--- config.mk ---
export PLATFORM = sky130hd
export DESIGN_NAME = pcm_frame_timer
export DESIGN_NICKNAME = d
export VERILOG_FILES = /design/src/rtl/pcm_frame_timer_pkg.sv /design/src/rtl/fst_sync_mon.sv /design/src/rtl/fst_dir_timer.sv /design/src/rtl/fst_strap_chan.sv /design/src/rtl/pcm_frame_timer.sv
export SDC_FILE = /design/constraint.sdc
export NUM_CORES = 1
export LEC_CHECK = 0
export ABC_AREA = 1
export BUFFER_PORTS_ARGS = -buffer_cell sky130_fd_sc_hd__buf_4
export CORE_AREA = 8 8 67 126
export DETAILED_ROUTE_END_ITERATION = 16
export DIE_AREA = 0 0 75 134
export PLACE_DENSITY = 0.71
export SETUP_SLACK_MARGIN = 0.1
export SLEW_MARGIN = 30
export SYNTH_ARGS = -nofsm -noshare
export SYNTH_HDL_FRONTEND = slang
export SYNTH_SLANG_ARGS = --single-unit
--- constraint.sdc ---
create_clock -name clk -period 2.1 [get_ports clk]
set_input_delay 0 -clock clk [delete_from_list [all_inputs] [get_ports clk]]
set_output_delay 0 -clock clk [all_outputs]
set_load 0.1 [all_outputs]
--- src/rtl/pcm_frame_timer_pkg.sv ---
package pcm_frame_timer_pkg;
  localparam int BITS_PER_SLOT = 8;
  localparam int BIT_W = 3;
  localparam int SHIFT_W = 3;

  function automatic int slot_of(input int pos);
    return pos / BITS_PER_SLOT;
  endfunction

  function automatic int bit_of(input int pos);
    return pos % BITS_PER_SLOT;
  endfunction

  function automatic bit is_early(input int since, input int frame_len);
    return since < (frame_len - 1);
  endfunction
endpackage

--- src/rtl/fst_sync_mon.sv ---
module fst_sync_mon #(
  parameter int FRAME_LEN = 32,
  parameter int LOSS_LEN = 64,
  localparam int SINCE_W = $clog2(LOSS_LEN + 1)
) (
  input  logic clk,
  input  logic rst_n,
  input  logic sync_evt,
  output logic frame_err,
  output logic sync_lost
);
  import pcm_frame_timer_pkg::*;

  logic [SINCE_W-1:0] since_q;
  logic               early;

  assign early     = sync_evt && is_early(int'(since_q), FRAME_LEN);
  assign sync_lost = (since_q == SINCE_W'(LOSS_LEN));

  always_ff @(posedge clk or negedge rst_n) begin
    if (!rst_n) begin
      since_q   <= SINCE_W'(LOSS_LEN);
      frame_err <= 1'b0;
    end else begin
      if (sync_evt) begin
        since_q <= '0;
      end else if (!sync_lost) begin
        since_q <= since_q + 1'b1;
      end
      if (early) begin
        frame_err <= 1'b1;
      end
    end
  end
endmodule

--- src/rtl/fst_dir_timer.sv ---
module fst_dir_timer #(
  parameter int FRAME_LEN = 32,
  localparam int POS_W = $clog2(FRAME_LEN)
) (
  input  logic             clk,
  input  logic             rst_n,
  input  logic             sync_evt,
  input  logic [2:0]       shift,
  input  logic             lost,
  output logic             run,
  output logic [POS_W-1:0] pos,
  output logic             start_q
);
  logic       arm_q;
  logic [2:0] cnt_q;
  logic       fire;

  assign fire = sync_evt ? (shift == 3'd0) : (arm_q && cnt_q == 3'd1);

  always_ff @(posedge clk or negedge rst_n) begin
    if (!rst_n) begin
      arm_q   <= 1'b0;
      cnt_q   <= '0;
      start_q <= 1'b0;
    end else begin
      start_q <= fire;
      if (sync_evt) begin
        arm_q <= (shift != 3'd0);
        cnt_q <= shift;
      end else if (arm_q) begin
        if (cnt_q == 3'd1) arm_q <= 1'b0;
        cnt_q <= cnt_q - 3'd1;
      end
    end
  end

  always_ff @(posedge clk or negedge rst_n) begin
    if (!rst_n) begin
      run <= 1'b0;
      pos <= '0;
    end else if (fire) begin
      run <= 1'b1;
      pos <= '0;
    end else if (lost) begin
      run <= 1'b0;
      pos <= '0;
    end else if (run) begin
      pos <= (pos == POS_W'(FRAME_LEN - 1)) ? '0 : pos + 1'b1;
    end
  end
endmodule

--- src/rtl/fst_strap_chan.sv ---
module fst_strap_chan (
  input  logic       clk,
  input  logic       rst_n,
  input  logic       fs_in,
  output logic       act,
  output logic [2:0] bit_idx
);
  logic prev_q;
  logic fall;

  assign fall = prev_q && !fs_in;

  always_ff @(posedge clk or negedge rst_n) begin
    if (!rst_n) begin
      prev_q  <= 1'b0;
      act     <= 1'b0;
      bit_idx <= '0;
    end else begin
      prev_q <= fs_in;
      if (fall) begin
        act     <= 1'b1;
        bit_idx <= '0;
      end else if (act) begin
        if (bit_idx == 3'd7) act <= 1'b0;
        bit_idx <= bit_idx + 3'd1;
      end
    end
  end
endmodule

--- src/rtl/pcm_frame_timer.sv ---
module pcm_frame_timer #(
  parameter int NUM_CH = 4,
  parameter int NUM_SLOTS = 4,
  parameter int LOSS_FRAMES = 2,
  localparam int FRAME_LEN = NUM_SLOTS * pcm_frame_timer_pkg::BITS_PER_SLOT,
  localparam int POS_W = $clog2(FRAME_LEN),
  localparam int SLOT_W = $clog2(NUM_SLOTS),
  localparam int LOSS_LEN = LOSS_FRAMES * FRAME_LEN
) (
  input  logic                clk,
  input  logic                rst_n,
  input  logic                strap_mode,
  input  logic                fsync,
  input  logic [NUM_CH-1:0]   ch_fsync,
  input  logic                cfg_we,
  input  logic [2:0]          cfg_tx_shift,
  input  logic [2:0]          cfg_rx_shift,
  output logic                tx_frame_start,
  output logic                tx_slot_en,
  output logic [SLOT_W-1:0]   tx_slot,
  output logic [2:0]          tx_bit,
  output logic                rx_frame_start,
  output logic                rx_slot_en,
  output logic [SLOT_W-1:0]   rx_slot,
  output logic [2:0]          rx_bit,
  output logic [NUM_CH-1:0]   ch_en,
  output logic [3*NUM_CH-1:0] ch_bit,
  output logic                frame_err,
  output logic                sync_lost
);
  import pcm_frame_timer_pkg::*;

  logic             fs_prev_q;
  logic             sync_evt;
  logic [2:0]       tx_shift_q;
  logic [2:0]       rx_shift_q;
  logic             dir_run   [2];
  logic [POS_W-1:0] dir_pos   [2];
  logic             dir_start [2];
  logic [2:0]       dir_shift [2];
  logic [NUM_CH-1:0] ch_act;

  always_ff @(posedge clk or negedge rst_n) begin
    if (!rst_n) begin
      fs_prev_q  <= 1'b0;
      tx_shift_q <= '0;
      rx_shift_q <= '0;
    end else begin
      fs_prev_q <= fsync;
      if (cfg_we) begin
        tx_shift_q <= cfg_tx_shift;
        rx_shift_q <= cfg_rx_shift;
      end
    end
  end

  assign sync_evt = !strap_mode && fsync && !fs_prev_q;

  fst_sync_mon #(.FRAME_LEN(FRAME_LEN), .LOSS_LEN(LOSS_LEN)) u_mon (
    .clk(clk), .rst_n(rst_n), .sync_evt(sync_evt),
    .frame_err(frame_err), .sync_lost(sync_lost)
  );

  assign dir_shift[0] = tx_shift_q;
  assign dir_shift[1] = rx_shift_q;

  for (genvar d = 0; d < 2; d++) begin : g_dir
    fst_dir_timer #(.FRAME_LEN(FRAME_LEN)) u_dir (
      .clk(clk), .rst_n(rst_n), .sync_evt(sync_evt),
      .shift(dir_shift[d]), .lost(sync_lost),
      .run(dir_run[d]), .pos(dir_pos[d]), .start_q(dir_start[d])
    );
  end

  assign tx_slot_en     = dir_run[0] && !sync_lost && !strap_mode;
  assign rx_slot_en     = dir_run[1] && !sync_lost && !strap_mode;
  assign tx_frame_start = dir_start[0] && !strap_mode;
  assign rx_frame_start = dir_start[1] && !strap_mode;
  assign tx_slot        = SLOT_W'(slot_of(int'(dir_pos[0])));
  assign rx_slot        = SLOT_W'(slot_of(int'(dir_pos[1])));
  assign tx_bit         = BIT_W'(bit_of(int'(dir_pos[0])));
  assign rx_bit         = BIT_W'(bit_of(int'(dir_pos[1])));

  for (genvar c = 0; c < NUM_CH; c++) begin : g_ch
    fst_strap_chan u_ch (
      .clk(clk), .rst_n(rst_n), .fs_in(ch_fsync[c]),
      .act(ch_act[c]), .bit_idx(ch_bit[3*c +: 3])
    );
  end

  assign ch_en = ch_act & {NUM_CH{strap_mode}};
endmodule

* Yosys cells after proc, flatten, opt, wreduce, memory -nomap -nowiden
Index checks and enable logic that the tools add are counted.
** Word-level totals
- Output and inout port bits :: 32
- Register bits after elaboration :: 57
- Input bits :: 15
- Logic and storage cells :: 129
** Operators by class
- Mux-type cells :: 45
- Bitwise gates (word level) :: 1
- Add/sub/neg operators :: 9
- Equality and inequality tests :: 10
- Reduce and logical (&&, ||, !) cells :: 36
- $lt $le $gt $ge :: 1
** Operators by type and width (number)
- 5-bit 2-to-1 mux :: 8
- 3-bit 2-to-1 mux :: 12
- 1-bit 2-to-1 mux :: 23
- 2-bit nonzero test :: 8
- 1-bit logical AND :: 15
- 7-bit 2-to-1 mux :: 2
- 3-bit by 1-bit adder with 3-bit output, second input constant :: 4
- 3-bit equality test, second input constant :: 4
- 3-bit nonzero test :: 4
- 5-bit by 1-bit adder with 5-bit output, second input constant :: 2
- 5-bit equality test, second input constant :: 2
- 7-bit by 1-bit adder with 7-bit output, second input constant :: 1
- 7-bit equality test, second input constant :: 1
- 1-bit zero test :: 7
- 7-bit by 5-bit less-than comparator with 1-bit output, second input constant :: 1
- 3-bit by 1-bit equality test with 1-bit output, second input constant :: 2
- 3-bit zero test :: 2
- 3-bit by 1-bit subtractor with 3-bit output, second input constant :: 2
- 4-bit bitwise AND :: 1
- 2-bit by 1-bit != test with 1-bit output, second input constant :: 1

* Depth between registers and ports, before layout
Gate-level depths: netlist of run 1.
- Depth in word-level cells :: 5
- Gate-level depth with buffers :: 9
- Gate-level depth less buffers :: 9

* Hierarchy
A second synthesis of run 1 with hierarchy kept.
** Second synthesis, totals
- Cell total of the unflattened synthesis :: 354
- Area total of the unflattened synthesis :: 2904.0 um^2
** Modules (own cells, without submodules)
- fst_dir_timer :: instances 2, seq. area each 275.3 um^2, cells each 74, area an instance 624.3 um^2
- fst_strap_chan :: instances 4, seq. area each 125.1 um^2, cells each 25, area an instance 219.0 um^2
- fst_sync_mon :: instances 1, seq. area each 201.4 um^2, cells each 59, area an instance 452.9 um^2
- pcm_frame_timer :: instances 1, seq. area each 175.2 um^2, cells each 47, area an instance 326.6 um^2

* Worst setup path after synthesis of run 1
OpenSTA, ideal clock, no wires.
- Kind :: reg-to-output
- From :: register u_mon.since_q[0]
- To :: output port rx_slot_en
- Cell stages (with the launch flop) :: 8
- Arrival :: 2151 ps
- Required time :: 2100 ps
- Path slack :: -51 ps
- Path buffers :: 0
- Cell sequence :: dfrtp_1 -> inv_1 -> ha_1 -> nand2_1 -> inv_1 -> nand3_2 -> nand2_1 -> nor2_1
** Between the ends
- Longest elaborated chain between the ends :: 4
** Ends and longest elaborated chain
- start: declaration :: line fst_sync_mon.sv:14 : logic [SINCE_W-1:0] since_q;
- start signal: assignment :: line fst_sync_mon.sv:22 : since_q <= SINCE_W'(LOSS_LEN);
- start signal: assignment :: line fst_sync_mon.sv:28 : since_q <= since_q + 1'b1;
- 7-bit equality test :: line fst_sync_mon.sv:18 : assign sync_lost = (since_q == SINCE_W'(LOSS_LEN));
- 1-bit zero test
- 1-bit logical AND (2 in a row) :: line pcm_frame_timer.sv:76 : assign rx_slot_en = dir_run[1] && !sync_lost && !strap_mode;
- end: declaration :: line pcm_frame_timer.sv:23 : output logic rx_slot_en,
Every way passes these cells.

* Final worst setup path of run 1
Same ends and word-level chain as after synthesis.

==> impl_metrics.csv, run 1 <==
group,metric,value,unit
clock_network,htreeDepth,3,
timing,tightest_slew,0.7143,ns
clock_network,cts_buffer_depth,2,
timing,fmaxAchievable,0.5694,GHz
power_and_ir_drop,powerDensity,1650,nW/um^2
power_and_ir_drop,power_leakage,2.031,nW
synth,ys.warnings.count,0,
synth,ys_seq_area_share,50.44,%
timing,grt_setup_unrepaired,"false",
placement,finalWeightedCongestion,0.8008,
timing,fin_crit_sh,83.63,%
finish,fin_area,3829,um^2
synth,synth-compound-area-share,7.073,%
setup_path,worstSetupEndpointType,"primary output",
synth,ys_async_sr_fraction,100.0,%
grt,grt_max_degree,58,
clock_network,clkTransAtPathRegs,0.05,ns
finish,instances_no_fill,492,
die,core_area,6833,um^2
clock_network,cts_hold_buf,24,
power_and_ir_drop,max-vdd-ir-drop,1137,uV
synth,synthAdderAreaFrac,7.958,%
run_status,status,"complete, no violations",
flow_run,cap_viol_max_count,0,
setup_path,crit_chain,"inv_1, ha_1, nand2_1, inv_1, nand3_2, nand2_1, nor2_2, buf_4",
die,die_h,134,um
synth,yosysMostFrequentCell,"nand2_1",
die,die_area,10050,um^2
synth,synth_area,2830,um^2
worst_hold_path,whs_path_depth,3,
synth,muxShareOfSynthArea,0,%
timing,min_period,1.756,ns
grt,use_met1,14.73,%
drt,via_count,2279,
setup_path,r2r-end,"g_dir[0].u_dir.pos[3]",
synth,synth_edf_count,0,
setup_path,r2r_start,"u_mon.since_q[0]",
clock_network,clkLatencyLatePin,0.32,ns
clock_network,cts_resized,0,
synth,synth_common_cells,"nand2_1, inv_1, dfrtp_1",
synth,synth-simple-area-share,22.28,%
synth,synthTopCellsByArea,"dfrtp_1, nand2_1, ha_1",
synth,ys_types,25,
die,ios,47,
synth,synth-xor-area-share,3.404,%
setup_path,required,2.10,ns
setup_path,slowest_stage,"dfrtp_1",
synth,syn_avg_cell_area,8.844,um^2
grt,grt_first_pass_wirelength,10.12,mm
finish,area_growth,35.28,%
drt,drt_iter0_drc,102,
setup_path,worstSetupStartpointType,"register",
clock_network,clkSinkCount,57,
placement,dpl_cell_area,3273,um^2
worst_hold_path,min_path_type,"in -> reg",
synth,synth_top_family_by_area,"simple AND/OR/NAND/NOR gates",
die,rows,43,
setup_path,worst_path_largest_cell_delay,0.36,ns
drt,wl,5.863,mm
synth,synth_top_area_share,49.51,%
clock_network,cts_inserted_buffers,9,
timing,finClkSkew,0.005960,ns
clock_network,cts_tree,"built",
timing,setup_viol,0,
setup_path,critPathKind,"reg -> out",
die,die_w,75,um
synth,synth_ff_type,"dfrtp_1",
grt,overflow,0,
drt,drt-pass1-iter-count,4,
clock_network,cts-root-buf,"clkbuf_16",
drt,drtAntennaViolNets,0,
timing,finalHoldViolCount,0,
synth,syn_inst,320,
synth,syn-num-nets,353,
grt,grtUsageTotal,13.11,%
grt,busiest_layer,"met2",
setup_path,cp_max_fo,10,
synth,synth_area_leader_cell,"dfrtp_1",
finish,drive_gt1_share,19.65,%
finish,nets,431,
timing,finalMaxSlewViolations,0,
grt,met3_usage,4.413,%
worst_hold_path,hold_end,"u_mon.since_q[5]",
placement,dp.cells,453,
drt,post_drt_via_cell_ratio,4.632,
setup_path,worstPathArrival,1.76,ns
grt,gr-usage-met2,20.89,%
finish,diodes,0,
drt,wl_per_cell,11.92,um
synth,ys_ff_latch,57,
timing,slew_headroom,52.38,%
placement,port_buffers,46,
worst_hold_path,min_from,"strap_mode",
setup_path,reg2reg_slack,0.67,ns
timing,final.setup.tns,0,ns
drt,drc,0,
grt,grt_pass1_vias,2291,
setup_path,ff2ff_path_depth,9,
die,start_util,41.42,%
grt,antenna_found_initial,0,
placement,dp_hpwl,3.936,mm
clock_network,postCtsSetupBuffers,0,
power breakdown:
part           internal, W  total [W]  switching [W]
Sequential         0.00146    0.00181       0.000354
Combinational     0.000799    0.00300        0.00220
Clock              0.00104    0.00150       0.000465
Total              0.00329    0.00632        0.00302
how the worst max path moves through the flow:
stage                                     start                    end  slack, ns  cells after the start
final                          u_mon.since_q[0]             rx_slot_en       0.34                      8
after global routing           u_mon.since_q[0]             rx_slot_en       0.19                      8
after CTS                      u_mon.since_q[0]             rx_slot_en       0.32                      8
after detailed placement       u_mon.since_q[0]  g_dir[1].u_dir.pos[2]       0.67                      9
after global placement         u_mon.since_q[0]             rx_slot_en       0.73                      8
after floorplan           g_dir[0].u_dir.pos[0]  g_dir[0].u_dir.pos[0]       0.14                      7
cell usage in the layout, fill, tap and decap left out, types with 4 or more instances in the layout:
master         instances
a21oi_1               12
ha_1                  18
inv_1                 58
clkbuf_16              9
xor2_1                 6
o21ai_0               20
buf_4                 46
dfrtp_1               56
clkbuf_8               4
nand4_1               10
nand2_1               67
xnor2_1                5
nand2_2                5
nand3_1               17
nor2_1                24
dlygate4sd3_1         24
layer usage:
layer	routed length, um	vias to the layer above
li1	-	1168
met1	2501	1055
met2	2885	47
met3	364	9
met4	112	0
met5	0	-
critical path: cells and delay by family (launching register included):
| kind | cells | cell delay [ns] |
|---|---|---|
| DFF | 1 | 0.36 |
| buffers and inverters | 3 | 0.42 |
| and+or+nand+nor | 4 | 0.44 |
| adders and majority gates | 1 | 0.21 |
cell families (layout without fill, tap and decap cells):
kind of cell	count (synthesis)	in the layout
flip-flops	57	57
AND/OR/NAND/NOR	134	134
AO/OA/AOI/OAI	37	37
buffers and inverters	63	145
XOR/XNOR	11	11
adder cells (fa/ha/maj)	18	18
final cells by class:
class                      count  area (um^2)
clock buffer                  13        280.3
clock inverter                 2        35.03
fill                         639         3004
inverter                      60        230.2
multi-input combinational    200         1157
sequential                    57         1428
tap                           90        112.6
timing repair buffer          70        585.6
metrics by stage:
| step | power, W | hold WS, ns | worst slack (ns) | util [%] |
|---|---|---|---|---|
| floorplan | 0.004164 | -0.2956 | 0.1410 | - |
| global placement | 0.004769 | 0.1071 | 0.7335 | 47.90 |
| detailed placement | 0.004814 | 0.1072 | 0.6686 | 47.90 |
| CTS | 0.006387 | 0.1110 | 0.3208 | 56.03 |
| global route | 0.006732 | 0.1366 | 0.1897 | 56.03 |
| finish | 0.006318 | 0.1139 | 0.3438 | 56.03 |
registers in the layout, summed over array words and instances, names as in the netlist, 3 cells and up:
| name | count |
|---|---|
| g_ch.u_ch.bit_idx | 12 |
| g_dir.u_dir.pos | 10 |
| u_mon.since_q | 7 |
| g_dir.u_dir.cnt_q | 6 |
| g_ch.u_ch.act | 4 |
| g_ch.u_ch.prev_q | 4 |
| rx_shift_q | 3 |
| tx_shift_q | 3 |
(Power assumes the default switching activity.)
==> run 2: changes to the inputs <==
- PLACE_DENSITY: 0.71 -> 0.73
- clock period: 2.1 -> 1.42 ns (I/O delays scaled with it)
==> impl_metrics.csv, run 2 (synthesis results as in run 1) <==
group,metric,value,unit
run_status,status,"complete, but fails checks",
run_status,violations,"negative setup slack",
grt,overflow,0,
grt,antenna_found_initial,0,
finish,largest_reg_flops,12,
drt,drt-pass1-iter-count,4,
clock_network,clkTransAtPathRegs,0.05,ns
clock_network,clkSinkCount,57,
finish,final_common_cell,"nand2_1",
finish,nets,441,
drt,drt-met1-wl,2.642,mm
drt,wl,6.379,mm
clock_network,htreeDepth,3,
timing,setup_viol,5,
drt,drc,0,
finish,final_cell_mix,"nand2_1, buf_4, inv_1",
power_and_ir_drop,max-vdd-ir-drop,1808,uV
finish,nFillCells,568,
finish,multi_input_area,1355,um^2
worst_hold_path,min_from,"strap_mode",
setup_path,reg2reg_slack,-0.02,ns
finish,drive_gt1_share,35.35,%
drt,via_count,2367,
drt,drtAntennaViolNets,0,
worst_hold_path,whs_path_depth,3,
power_and_ir_drop,power_leakage,2.032,nW
die,die_w,75,um
placement,dp.cells,458,
finish,instances_no_fill,503,
setup_path,cp_common_cell,"inv_2",
timing,finClkSkew,0.005490,ns
setup_path,crit_chain,"inv_2, ha_4, nand2_2, inv_2, nand3_4, nand2_4, nor2_4, buf_12",
timing,worst_slack,-0.06422,ns
clock_network,clkLatencyLatePin,0.32,ns
drt,route.met2.wl,3.223,mm
setup_path,worstSetupEndpointType,"primary output",
finish,diodes,0,
clock_network,cts_tree,"built",
timing,fin_crit_sh,104.5,%
power_and_ir_drop,powerDensity,2339,nW/um^2
timing,min_period,1.484,ns
timing,slew_headroom,58.68,%
setup_path,cp_num_buf_inv,3,
finish,largestRegisters,"g_ch.u_ch.bit_idx (12), g_dir.u_dir.pos (10), u_mon.since_q (7)",
grt,grt_pass1_vias,2442,
grt,grt_first_pass_wirelength,10.81,mm
grt,grtUsageTotal,14.01,%
drt,top_layer_used,"met4",
drt,drt_iter0_drc,69,
clock_network,cts_buffer_depth,2,
timing,tightest_slew,0.6199,ns
setup_path,slowest_stage,"dfrtp_1",
die,die_h,134,um
drt,wl_met3,385,um
placement,port_buffers,46,
die,core_area,6833,um^2
clock_network,cts_inserted_buffers,9,
timing,fmaxAchievable,0.6738,GHz
setup_path,r2r_start,"u_mon.since_q[0]",
drt,wl_per_cell,12.68,um
placement,finalWeightedCongestion,0.8458,
die,ios,47,
setup_path,critPathKind,"reg -> out",
finish,seqCellArea,1485,um^2
die,rows,43,
worst_hold_path,min_path_type,"in -> reg",
timing,finalHoldViolCount,0,
setup_path,worstPathArrival,1.48,ns
flow_run,cap_viol_max_count,0,
die,die_area,10050,um^2
setup_path,critPathTopFamily,"flip-flops",
finish,final_core_util,60.76,%
grt,grt_max_degree,50,
setup_path,worstSetupStartpointType,"register",
finish,top_register,"g_ch.u_ch.bit_idx",
drt,post_drt_via_cell_ratio,4.706,
setup_path,ff2ff_path_depth,10,
timing,finalMaxSlewViolations,0,
placement,dp_hpwl,4.158,mm
setup_path,worst_path_largest_cell_delay,0.39,ns
finish,area_growth,46.68,%
setup_path,r2r-end,"g_dir[0].u_dir.pos[3]",
timing,grt_setup_unrepaired,"true",
setup_path,required,1.42,ns
die,start_util,41.42,%
setup_path,cp_max_fo,5,
worst_hold_path,hold_end,"g_dir[1].u_dir.arm_q",
clock_network,cts-root-buf,"clkbuf_16",
power_and_ir_drop,fin_total_pwr,0.009711,W
-- run 2: changes by cell type in the layout (fill, tap and decap cells not counted), moves of 6 or more --
cell     delta
dfrtp_1    -22
dfrtp_4    +12
buf_4      +11
dfrtp_2    +10
ha_1       -10
ha_4        +8
inv_1       -6
-- run 2: metal layers --
| layer | up-vias | track usage (%) |
|---|---|---|
| met3 | 13 | 4.712 |
| met5 | - | 0 |
| li1 | 1182 | - |
| met1 | 1112 | 16.54 |
| met2 | 60 | 21.76 |
| met4 | 0 | 6.703 |
-- run 2: layout make-up --
class,instances,share of cell area (%)
Inverter,60,5.636
Multi-Input combinational cell,200,32.64
Clock inverter,3,0.3617
Timing Repair Buffer,80,16.61
Tap cell,90,2.712
Sequential cell,57,35.77
Clock buffer,13,6.269
-- run 2: stage by stage --
| step | area, um^2 | setup WS (ns) | hold slack [ns] | TNS (ns) |
|---|---|---|---|---|
| detailed placement | 3482 | 0.002296 | 0.05931 | 0 |
| finish | 4151 | -0.06422 | 0.1881 | -0.2042 |
| global placement | 3482 | 0.04959 | 0.06313 | 0 |
| CTS | 4075 | -0.05740 | 0.1932 | -0.1257 |
| global route | 4151 | -0.1303 | 0.2318 | -0.9363 |
| floorplan | 3007 | -0.2550 | -0.2956 | -0.8966 |
-- run 2: worst max path at each step --
stage	start	end	slack [ns]	cells after the start
3_3_place_gp	u_mon.since_q[1]	g_dir[0].u_dir.pos[2]	0.05	9
4_1_cts	u_mon.since_q[1]	rx_slot_en	-0.06	8
5_1_grt	u_mon.since_q[0]	tx_slot_en	-0.13	8
6_report	u_mon.since_q[0]	tx_slot_en	-0.06	8
3_5_place_dp	u_mon.since_q[1]	g_dir[0].u_dir.pos[3]	0.002	9
2_1_floorplan	u_mon.since_q[1]	u_mon.since_q[0]	-0.25	8
-- run 2: where the power goes --
group	switching (W)	total (W)	leakage, nW	internal, W
combinational	0.00345	0.00489	1.24	0.00144
sequential	0.000596	0.00289	0.653	0.00229
clock	0.000677	0.00194	0.139	0.00126
total	0.00472	0.00971	2.03	0.00499
-- run 2: repair_timing --
action / 4_1_cts / 5_1_grt
resized for setup: 19 / 11
setup buffers: 7 / 4
hold endpoints to repair: 70 / 0
pin swaps: 4 / 9
endpoints found under the setup margin: 9 / 16
hold buffers: 19 / 0
-- run 2: worst min-delay path, cell delays in order --
cell	delay, ns
buf_4	0.24
nor2_8	0.09
o21ai_0	0.14
